File: config.mk
export PLATFORM = sky130hd
export DESIGN_NAME = regcmd_bus_bridge
export DESIGN_NICKNAME = d
export VERILOG_FILES = /design/src/rtl/rcb_pkg.sv /design/src/rtl/rcb_cmd_decode.sv /design/src/rtl/rcb_lanes.sv /design/src/rtl/rcb_timer.sv /design/src/rtl/regcmd_bus_bridge.sv
export SDC_FILE = /design/constraint.sdc
export NUM_CORES = 1
export LEC_CHECK = 0
export ABC_AREA = 1
export ABC_CLOCK_PERIOD_IN_PS = 2000
export BUFFER_PORTS_ARGS = -buffer_cell sky130_fd_sc_hd__buf_2
export CAP_MARGIN = 30
export CORE_MARGIN = 5
export CORE_UTILIZATION = 46
export DETAILED_ROUTE_END_ITERATION = 6
export PLACE_DENSITY_LB_ADDON = 0.1
export SYNTH_ARGS = -nofsm -noshare
export SYNTH_HDL_FRONTEND = slang
export SYNTH_SLANG_ARGS = --single-unit
File: constraint.sdc
create_clock -name clk -period 2 [get_ports clk]
set_input_delay 0.4 -clock clk [delete_from_list [all_inputs] [get_ports clk]]
set_output_delay 0.4 -clock clk [all_outputs]
set_load 0.01 [all_outputs]
File: src/rtl/rcb_pkg.sv
package rcb_pkg;

    localparam logic [3:0] CMD_TAG = 4'hD;

    // LSB-0 positions of the status fields (MSB-0 bit b sits at 63-b)
    localparam int ST_BERR_LO = 58;   // MSB-0 0..5
    localparam int ST_RDAT_LO = 26;   // MSB-0 6..37
    localparam int ST_BUSY    = 19;   // MSB-0 44
    localparam int ST_ERR1_LO = 12;   // MSB-0 45..51
    localparam int ST_DONE    = 11;   // MSB-0 52
    localparam int ST_ERR2_LO = 8;    // MSB-0 53..55

    localparam logic [5:0] BERR_RESP = 6'b000001; // MSB-0 bit 5
    localparam logic [6:0] ERR1_TMO  = 7'b1000000; // MSB-0 bit 45
    localparam logic [2:0] ERR2_CMD  = 3'b100;     // MSB-0 bit 53

    typedef struct packed {
        logic        busy;
        logic        done;
        logic [5:0]  berr;
        logic [6:0]  err1;
        logic [2:0]  err2;
        logic [31:0] rdat;
        logic        wr;
        logic [2:0]  size;
        logic [31:0] addr;
        logic [31:0] wdat;
        logic [31:0] dreg;
    } bridge_state_t;

endpackage

File: src/rtl/rcb_cmd_decode.sv
module rcb_cmd_decode (
    input  logic [63:0] word,
    output logic        legal,
    output logic        is_read,
    output logic [2:0]  size,
    output logic [31:0] addr
);
    import rcb_pkg::*;

    logic [3:0] tag_f;
    logic [3:0] size_f;
    logic       unused_bits;

    assign tag_f   = word[63:60];
    assign size_f  = word[59:56];
    assign is_read = word[48];
    assign addr    = word[31:0];
    assign size    = size_f[2:0];
    assign unused_bits = ^{word[55:49], word[47:32]};

    always_comb begin
        legal = 1'b0;
        if (tag_f == CMD_TAG) begin
            legal = (size_f == 4'd1) || (size_f == 4'd2) || (size_f == 4'd4);
        end
    end

endmodule

File: src/rtl/rcb_lanes.sv
module rcb_lanes (
    input  logic [2:0]  wr_size,
    input  logic [31:0] wr_src,
    output logic [31:0] wr_lanes,
    input  logic [2:0]  rd_size,
    input  logic [31:0] rd_lanes,
    output logic [31:0] rd_just
);
    always_comb begin
        case (wr_size)
            3'd1:    wr_lanes = {24'b0, wr_src[31:24]};
            3'd2:    wr_lanes = {16'b0, wr_src[31:16]};
            default: wr_lanes = wr_src;
        endcase
        case (rd_size)
            3'd1:    rd_just = {rd_lanes[7:0], 24'b0};
            3'd2:    rd_just = {rd_lanes[15:0], 16'b0};
            default: rd_just = rd_lanes;
        endcase
    end

endmodule

File: src/rtl/rcb_timer.sv
module rcb_timer #(
    parameter int W = 16
) (
    input  logic         clk,
    input  logic         rst_n,
    input  logic         start,
    input  logic         run,
    input  logic [W-1:0] limit,
    output logic         expired
);
    logic [W-1:0] cnt_d, cnt_q;

    assign expired = run && (cnt_q == limit);

    always_comb begin
        cnt_d = cnt_q;
        if (start) begin
            cnt_d = '0;
        end else if (run && !expired) begin
            cnt_d = cnt_q + 1'b1;
        end
    end

    always_ff @(posedge clk) begin
        if (!rst_n) cnt_q <= '0;
        else        cnt_q <= cnt_d;
    end

endmodule

File: src/rtl/regcmd_bus_bridge.sv
module regcmd_bus_bridge #(
    parameter int TMO_W = 16
) (
    input  logic             clk,
    input  logic             rst_n,
    input  logic             data_we,
    input  logic [63:0]      data_wdata,
    input  logic             ctl_we,
    input  logic [63:0]      ctl_wdata,
    input  logic [TMO_W-1:0] tmo_limit,
    output logic [63:0]      status_o,
    output logic             bus_req,
    output logic             bus_we,
    output logic [2:0]       bus_size,
    output logic [31:0]      bus_addr,
    output logic [31:0]      bus_wdata,
    input  logic             bus_ack,
    input  logic             bus_err,
    input  logic [31:0]      bus_rdata
);
    import rcb_pkg::*;

    bridge_state_t s_d, s_q;

    logic        cmd_legal;
    logic        cmd_read;
    logic [2:0]  cmd_size;
    logic [31:0] cmd_addr;
    logic [31:0] lane_wdata;
    logic [31:0] lane_rdata;
    logic        tmo_start;
    logic        tmo_hit;
    logic        unused_dlo;

    assign unused_dlo = ^data_wdata[31:0];

    rcb_cmd_decode i_dec (
        .word    (ctl_wdata),
        .legal   (cmd_legal),
        .is_read (cmd_read),
        .size    (cmd_size),
        .addr    (cmd_addr)
    );

    rcb_lanes i_lanes (
        .wr_size  (cmd_size),
        .wr_src   (s_q.dreg),
        .wr_lanes (lane_wdata),
        .rd_size  (s_q.size),
        .rd_lanes (bus_rdata),
        .rd_just  (lane_rdata)
    );

    rcb_timer #(.W(TMO_W)) i_tmo (
        .clk     (clk),
        .rst_n   (rst_n),
        .start   (tmo_start),
        .run     (s_q.busy && !bus_ack),
        .limit   (tmo_limit),
        .expired (tmo_hit)
    );

    always_comb begin
        s_d       = s_q;
        tmo_start = 1'b0;
        if (data_we) begin
            s_d.dreg = data_wdata[63:32];
        end
        if (!s_q.busy && ctl_we) begin
            s_d.done = 1'b0;
            s_d.berr = '0;
            s_d.err1 = '0;
            s_d.err2 = '0;
            s_d.rdat = '0;
            if (cmd_legal) begin
                s_d.busy  = 1'b1;
                s_d.wr    = !cmd_read;
                s_d.size  = cmd_size;
                s_d.addr  = cmd_addr;
                s_d.wdat  = cmd_read ? 32'b0 : lane_wdata;
                tmo_start = 1'b1;
            end else begin
                s_d.done = 1'b1;
                s_d.err2 = ERR2_CMD;
            end
        end else if (s_q.busy) begin
            if (bus_ack) begin
                s_d.busy = 1'b0;
                s_d.done = 1'b1;
                if (bus_err) begin
                    s_d.berr = BERR_RESP;
                end else if (!s_q.wr) begin
                    s_d.rdat = lane_rdata;
                end
            end else if (tmo_hit) begin
                s_d.busy = 1'b0;
                s_d.done = 1'b1;
                s_d.err1 = ERR1_TMO;
            end
        end
    end

    always_ff @(posedge clk) begin
        if (!rst_n) s_q <= '0;
        else        s_q <= s_d;
    end

    always_comb begin
        status_o = '0;
        status_o[ST_BERR_LO +: 6]  = s_q.berr;
        status_o[ST_RDAT_LO +: 32] = s_q.rdat;
        status_o[ST_BUSY]          = s_q.busy;
        status_o[ST_ERR1_LO +: 7]  = s_q.err1;
        status_o[ST_DONE]          = s_q.done;
        status_o[ST_ERR2_LO +: 3]  = s_q.err2;
    end

    assign bus_req   = s_q.busy;
    assign bus_we    = s_q.wr;
    assign bus_size  = s_q.size;
    assign bus_addr  = s_q.addr;
    assign bus_wdata = s_q.wdat;

endmodule

==> metrics.yaml, run 1 <==
finish:
  final_net_count: 1270
  final_common_cell: "buf_2"
  fill_cells: 1361
  areaGrowthSynthToFinish_pct: 27.38
  drive_gt1_frac: 0.2750
  seqCellArea_um2: 3063
  multi_input_area_um2: 2829
  layout_common_cells: "buf_2 (232), nand2_1 (197), dfxtp_1 (153)"
placement:
  place.gp.congestion: 0.8023
  dpl.hpwl_mm: 13.54
  port_buffers: 232
cts:
  cts_sinks: 153
  cts_tree: "yes"
  hold_buffers: 0
  cts_buffers: 17
  clockBufferDepth: 2
  htreeDepth: 4
  clk_pin_slew_worst_paths_ns: 0.06
  post_cts.repair.setup_buffers: 0
  cts_resized: 0
  cts-root-buf: "clkbuf_16"
  worstSkewPairLatency_ns: 0.42
sta:
  maxSlewViolCount: 0
  fmax_mhz: 585.0
  slew_headroom: 0.6142
  finalSetupTns_ns: 0
  grt_setup_unrepaired: "false"
  setup_viol: 0
  finalHoldViolations: 0
  period_needed_ns: 1.709
  finalClockSkew_ns: 0.005760
  period_share: 0.8546
  tightest_slew_ns: 0.5781
worst_setup_path:
  path_buf_inv: 2
  cp-startpoint: "bus_req$_SDFFE_PN0P_"
  startpoint_type: "flop"
  worstPathArrival_ns: 2.06
  critical_path_class: "reg -> reg"
  slowest_stage: "dfxtp_1"
  critical-path-max-stage-delay_ns: 0.44
  r2r-start: "bus_req$_SDFFE_PN0P_"
  crit_path_end_kind: "flop"
  worstPathRequired_ns: 2.35
  path_cells: "nand2_1 -> nor3_2 -> inv_1 -> buf_12 -> nor2_1 -> a22oi_1 -> a21oi_1"
  r2r_cells: 7
  path_delay_family: "simple AND/OR/NAND/NOR gates"
  cp.depth: 7
  worstPathMaxFanout: 47
drt:
  vias: 6278
  viasPerCell: 4.905
  drt_wl_total_mm: 18.41
  ant_nets: 0
  drt-initial-drc-count: 456
  drc: 0
  firstDrtPassIters: 5
  wire_per_inst_um: 14.38
synthesis:
  synthDistinctLibCells: 32
  synth_ff_type: "dfxtp_1"
  synth_xor_area_frac: 0.01071
  ys_warn_count: 0
  synth_top_family_by_area: "simple AND/OR/NAND/NOR gates"
  synth_fa_ha_area_frac: 0.001912
  async_reset_ff_frac: 0
  ys_seq_area_frac: 0.4680
  synthMuxAreaShare: 0
  ys_seq_elements: 153
  yosys.area_share.simple: 0.2147
  syn_area_um2: 6545
  synth_compound_area_frac: 0.1894
  synthCells: 858
  synth_edf_count: 0
  syn_avg_cell_area_um2: 7.628
die:
  core_um2: 13930
  die-area_um2: 16710
  rows: 43
  die_h_um: 129.3
  die_w_um: 129.3
  io_pins: 315
  floorplan.initialDensity: 0.4697
pwr:
  p_total_uw: 6561
  p_per_area_nw_per_um2: 787.0
  comb_power_share: 0.068
  irDropWorstVdd_mv: 0.5627
  seq_power_share: 0.476
  leakage_uw: 0.004023
  switchingPower_uw: 1540
  p_sw_frac: 0.2348
  power.internal_uw: 5020
  clkPwrFrac: 0.456
job:
  drv_cap: 0
worst_hold_path:
  holdCritPathClass: "in -> reg"
  hold_path_depth: 3
  worstHoldStart: "data_wdata[34]"
global_routing:
  grt_start_max_net_pins: 48
  overflow: 0
  grt_pass1_vias: 5933
  grt_pass1_wl_mm: 28.87
  antenna_found_initial: 1
  groute.usage.overall: 0.2161
run_status:
  status: "complete, no violations"
## final timing paths
check                                             endpoint  slack, ns
worst max-delay path             status_o[42]$_SDFFE_PP0P_       0.29
worst max register to register   status_o[42]$_SDFFE_PP0P_       0.29
worst min register to register  bus_wdata[12]$_SDFFE_PN0P_       0.45
worst min-delay path                   s_q[2]$_SDFFE_PN0P_       0.20
## power groups by stage
stage	sequential, uW	combinational [uW]	clock [uW]
5_1_grt	3130	502	3180
4_1_cts	3120	444	3050
6_report	3120	444	2990
3_5_place_dp	3190	441	0
3_3_place_gp	3190	440	0
2_1_floorplan	3190	280	0
## metal layers
metal / vias to the layer above / share of wire / GRT usage
li1: 3214 / - / -
met1: 2817 / 0.43 / 0.2776
met2: 224 / 0.47 / 0.3537
met3: 21 / 0.079 / 0.07007
met4: 2 / 0.011 / 0.05374
met5: - / 0.0011 / 0
## flip-flops by register name, summed over array words and instances (netlist names)
signal       count
s_q             32
i_tmo.cnt_q     16
bus_we           1
bus_req          1
bus_addr        32
bus_size         3
bus_wdata       32
status_o        36
## layout make-up
type | count | area share
clock buffer | 21 | 0.05403
tap | 180 | 0.02701
sequential | 153 | 0.3674
timing repair buffer | 253 | 0.1612
inverter | 86 | 0.03902
clock inverter | 9 | 0.01141
antenna | 2 | 0.0006003
multi-input combinational | 576 | 0.3393
## cells in the mapped netlist, drive strengths merged (2+ instances only)
library cell | instances | area (um2)
buf | 47 | 342.8
o22ai | 11 | 68.82
nand3b | 2 | 15.01
clkbuf | 22 | 82.58
nand2 | 204 | 803.3
a31oi | 8 | 50.05
nor3 | 2 | 15.01
o21ai | 69 | 345.3
nand4 | 3 | 18.77
a22oi | 28 | 210.2
inv | 86 | 325.3
a21oi | 57 | 285.3
nor2 | 96 | 386.6
nand3 | 27 | 160.2
dfxtp | 153 | 3063
a22o | 32 | 280.3
xor2 | 8 | 70.07
## worst register-to-register path: cells and delay by family, from the launching register on
family                 cells  cell delay, ns
AOI/OAI and AO/OA          2            0.26
DFF                        1            0.44
and+or+nand+nor            3            0.64
buffers and inverters      2            0.30
## cells by family (layout without fill, tap and decap cells)
group,Yosys count,after routing
XOR/XNOR,8,8
AND/OR/NAND/NOR,335,335
adder cells (fa/ha/maj),1,1
flip-flops,153,153
other,1,29
buffers and inverters,155,369
AO/OA/AOI/OAI,205,205
## metrics by stage
stage / hold WS [ns] / cell area [um2] / utilization / std cells / worst slack [ns]
detailed placement: 0.4391 / 7786 / 0.5588 / 1248 / 0.2224
global route: 0.1803 / 8332 / 0.5979 / 1278 / 0.1070
floorplan: 0.4478 / 6643 / - / 884 / 0.4720
finish: 0.1960 / 8337 / 0.5983 / 1280 / 0.2907
CTS: 0.1825 / 8332 / 0.5979 / 1278 / 0.2888
global placement: 0.4354 / 7786 / 0.5588 / 1248 / 0.2580
Note: power is estimated with default switching activity, not from simulation.
==> run 2: changes to the inputs <==
--- a/config.mk
+++ b/config.mk
@@ -6,11 +6,11 @@
 export NUM_CORES = 1
 export LEC_CHECK = 0
 export ABC_AREA = 1
-export ABC_CLOCK_PERIOD_IN_PS = 2000
+export ABC_CLOCK_PERIOD_IN_PS = 1380
 export BUFFER_PORTS_ARGS = -buffer_cell sky130_fd_sc_hd__buf_2
 export CAP_MARGIN = 30
 export CORE_MARGIN = 5
-export CORE_UTILIZATION = 46
+export CORE_UTILIZATION = 42
 export DETAILED_ROUTE_END_ITERATION = 6
 export PLACE_DENSITY_LB_ADDON = 0.1
 export SYNTH_ARGS = -nofsm -noshare
==> constraint.sdc (replaced) <==
create_clock -name clk -period 1.38 [get_ports clk]
set_input_delay 0.276 -clock clk [delete_from_list [all_inputs] [get_ports clk]]
set_output_delay 0.276 -clock clk [all_outputs]
set_load 0.01 [all_outputs]
==> metrics.yaml, run 2 (synthesis gave the netlist of run 1 again) <==
run_status:
  status: "finished, violations left"
  violations: "negative setup slack"
cts:
  cts_buffers: 17  # unchanged
  worstSkewPairLatency_ns: 0.42  # about the same
  cts-root-buf: "clkbuf_16"
  htreeDepth: 4  # unchanged
  cts_sinks: 153  # unchanged
  clockBufferDepth: 2  # unchanged
  cts_tree: "yes"
  clk_pin_slew_worst_paths_ns: 0.06  # about the same
finish:
  fill_cells: 1395  # +2.5%
  final_cell_area_um2: 9866  # +18%
  drive_gt1_frac: 0.4236  # +0.1485
  stdcell_count: 1382  # +8.0%
  num_antenna_cells: 0  # -2
  layout_common_cells: "buf_2 (232), nand2_1 (172), dfxtp_1 (143)"
  final_net_count: 1342  # +5.7%
  largest_reg_flops: 36  # unchanged
  areaGrowthSynthToFinish_pct: 50.74
  final_common_cell: "buf_2"
sta:
  setup_viol: 99  # +99
  maxSlewViolCount: 0  # unchanged
  finalClockSkew_ns: 0.009753  # +0.003993 ns
  grt_setup_unrepaired: "true"
  period_share: 1.071  # +0.2165
  fmax_mhz: 676.5  # +16%
  finalHoldViolations: 0  # unchanged
  finalWorstSetupSlack_ns: -0.09812  # -0.3889 ns
  period_needed_ns: 1.478  # -0.2311 ns
  hold_ws_ns: 0.07237  # -0.1236 ns
drt:
  viasPerCell: 4.805  # -2.0%
  wire_per_inst_um: 14.82  # +3.1%
  drc: 0  # unchanged
  drt-initial-drc-count: 370  # -19%
  firstDrtPassIters: 5  # unchanged
  vias: 6641  # +5.8%
  ant_nets: 0  # unchanged
  drt_wl_total_mm: 20.48  # +11%
pwr:
  p_total_uw: 10020  # +53%
  p_per_area_nw_per_um2: 1016  # +29%
  leakage_uw: 0.004684  # +16%
  irDropWorstVdd_mv: 0.8284  # +47%
die:
  floorplan.initialDensity: 0.4289  # -0.04075
  io_pins: 315  # unchanged
  die_w_um: 134.8  # +4.3%
  core_um2: 15260  # +9.5%
  rows: 45  # +4.7%
  die_h_um: 134.8  # +4.3%
  die-area_um2: 18180  # +8.8%
worst_setup_path:
  rrSetupSlack_ns: -0.1  # -0.39 ns
  r2r-start: "bus_req$_SDFFE_PN0P_"
  crit_path_end_kind: "flop"
  critical_path_class: "reg -> reg"
  worstPathRequired_ns: 1.70  # -0.65 ns
  worstPathMaxFanout: 11  # -77%
  worst_r2r_endpoint: "bus_addr[31]$_SDFFE_PN0P_"
  startpoint_type: "flop"
  worstPathArrival_ns: 1.79  # -0.27 ns
  r2r_cells: 8  # +1
global_routing:
  grt_start_max_net_pins: 34  # -29%
  grt_pass1_vias: 6197  # +4.4%
  grt_pass1_wl_mm: 30.10  # +4.3%
  antenna_found_initial: 2  # +1
  overflow: 0  # unchanged
  groute.usage.overall: 0.2053  # -0.01079
placement:
  placedCellCount: 1331  # +6.7%
  port_buffers: 232  # unchanged
  dpl.hpwl_mm: 14.20  # +4.8%
  place.gp.congestion: 0.8238  # +2.7%
  placed_area_um2: 8317  # +6.8%
worst_hold_path:
  hold_end: "bus_addr[1]$_SDFFE_PN0P_"
  holdCritPathClass: "in -> reg"
  hold_path_depth: 2  # -1
  worstHoldStart: "ctl_wdata[1]"
job:
  drv_cap: 0  # unchanged
-- run 2: through the flow --
step / util / setup TNS, ns / worst slack, ns
CTS: 0.6016 / -0.7346 / -0.05453
global route: 0.6466 / -13.44 / -0.1741
global placement: 0.5451 / -10.66 / -0.1636
finish: 0.6466 / -5.113 / -0.09812
detailed placement: 0.5451 / -14.39 / -0.1989
floorplan: - / -0.5747 / -0.03383
-- run 2: metal layers --
metal | GRT usage | up-vias | part of all wire
met1 | 0.2635 | 3013 | 0.44
met3 | 0.05812 | 24 | 0.067
met5 | 0 | - | 0.0010
met2 | 0.3388 | 226 | 0.48
met4 | 0.05769 | 4 | 0.011
li1 | - | 3374 | -
-- run 2: where the power goes --
group	leakage [uW]	internal [uW]	switching, uW
clock	0.000280	2890	1840
combinational	0.00316	326	444
sequential	0.00125	4490	36.7
-- run 2: how the worst max path moves through the flow --
stage | from | end | slack (ns) | depth (start not counted)
after floorplan | bus_req$_SDFFE_PN0P_ | bus_addr[3]$_SDFFE_PN0P_ | -0.03 | 9
after global placement | ctl_we | bus_wdata[14]$_SDFFE_PN0P_ | -0.16 | 11
after detailed placement | ctl_we | bus_wdata[30]$_SDFFE_PN0P_ | -0.20 | 10
after CTS | i_tmo.cnt_q[2]$_SDFFE_PP0P_ | i_tmo.cnt_q[10]$_SDFFE_PP0P_ | -0.05 | 10
after global routing | bus_req$_SDFFE_PN0P_ | status_o[51]$_SDFFE_PP0P_ | -0.17 | 8
final | bus_req$_SDFFE_PN0P_ | bus_addr[31]$_SDFFE_PN0P_ | -0.1 | 8
-- run 2: cell type report --
class | instances | area [um2] | area share
Clock buffer | 21 | 450.4 | 0.04566
Clock inverter | 10 | 143.9 | 0.01458
Inverter | 86 | 345.3 | 0.03500
Multi-Input combinational cell | 578 | 3379 | 0.3425
Sequential cell | 153 | 3080 | 0.3122
Tap cell | 211 | 264.0 | 0.02676
Timing Repair Buffer | 323 | 2202 | 0.2232
-- run 2: repair_timing --
| action | in CTS | in global routing |
|---|---|---|
| setup endpoints to repair | 108 | 116 |
| pin swaps | 15 | 34 |
| setup buffers | 2 | 5 |
| cloned | 3 | 10 |
| gates resized for setup | 56 | 115 |
| hold buffers | 0 | 0 |
-- run 2: critical path: stages (launching register included) --
cell,delay (ns)
dfxtp_4,0.36
nor2_4,0.08
nand3b_1,0.12
nor2_4,0.18
nand2_4,0.10
nand2_4,0.12
inv_8,0.07
clkbuf_16,0.17
a22o_1,0.18
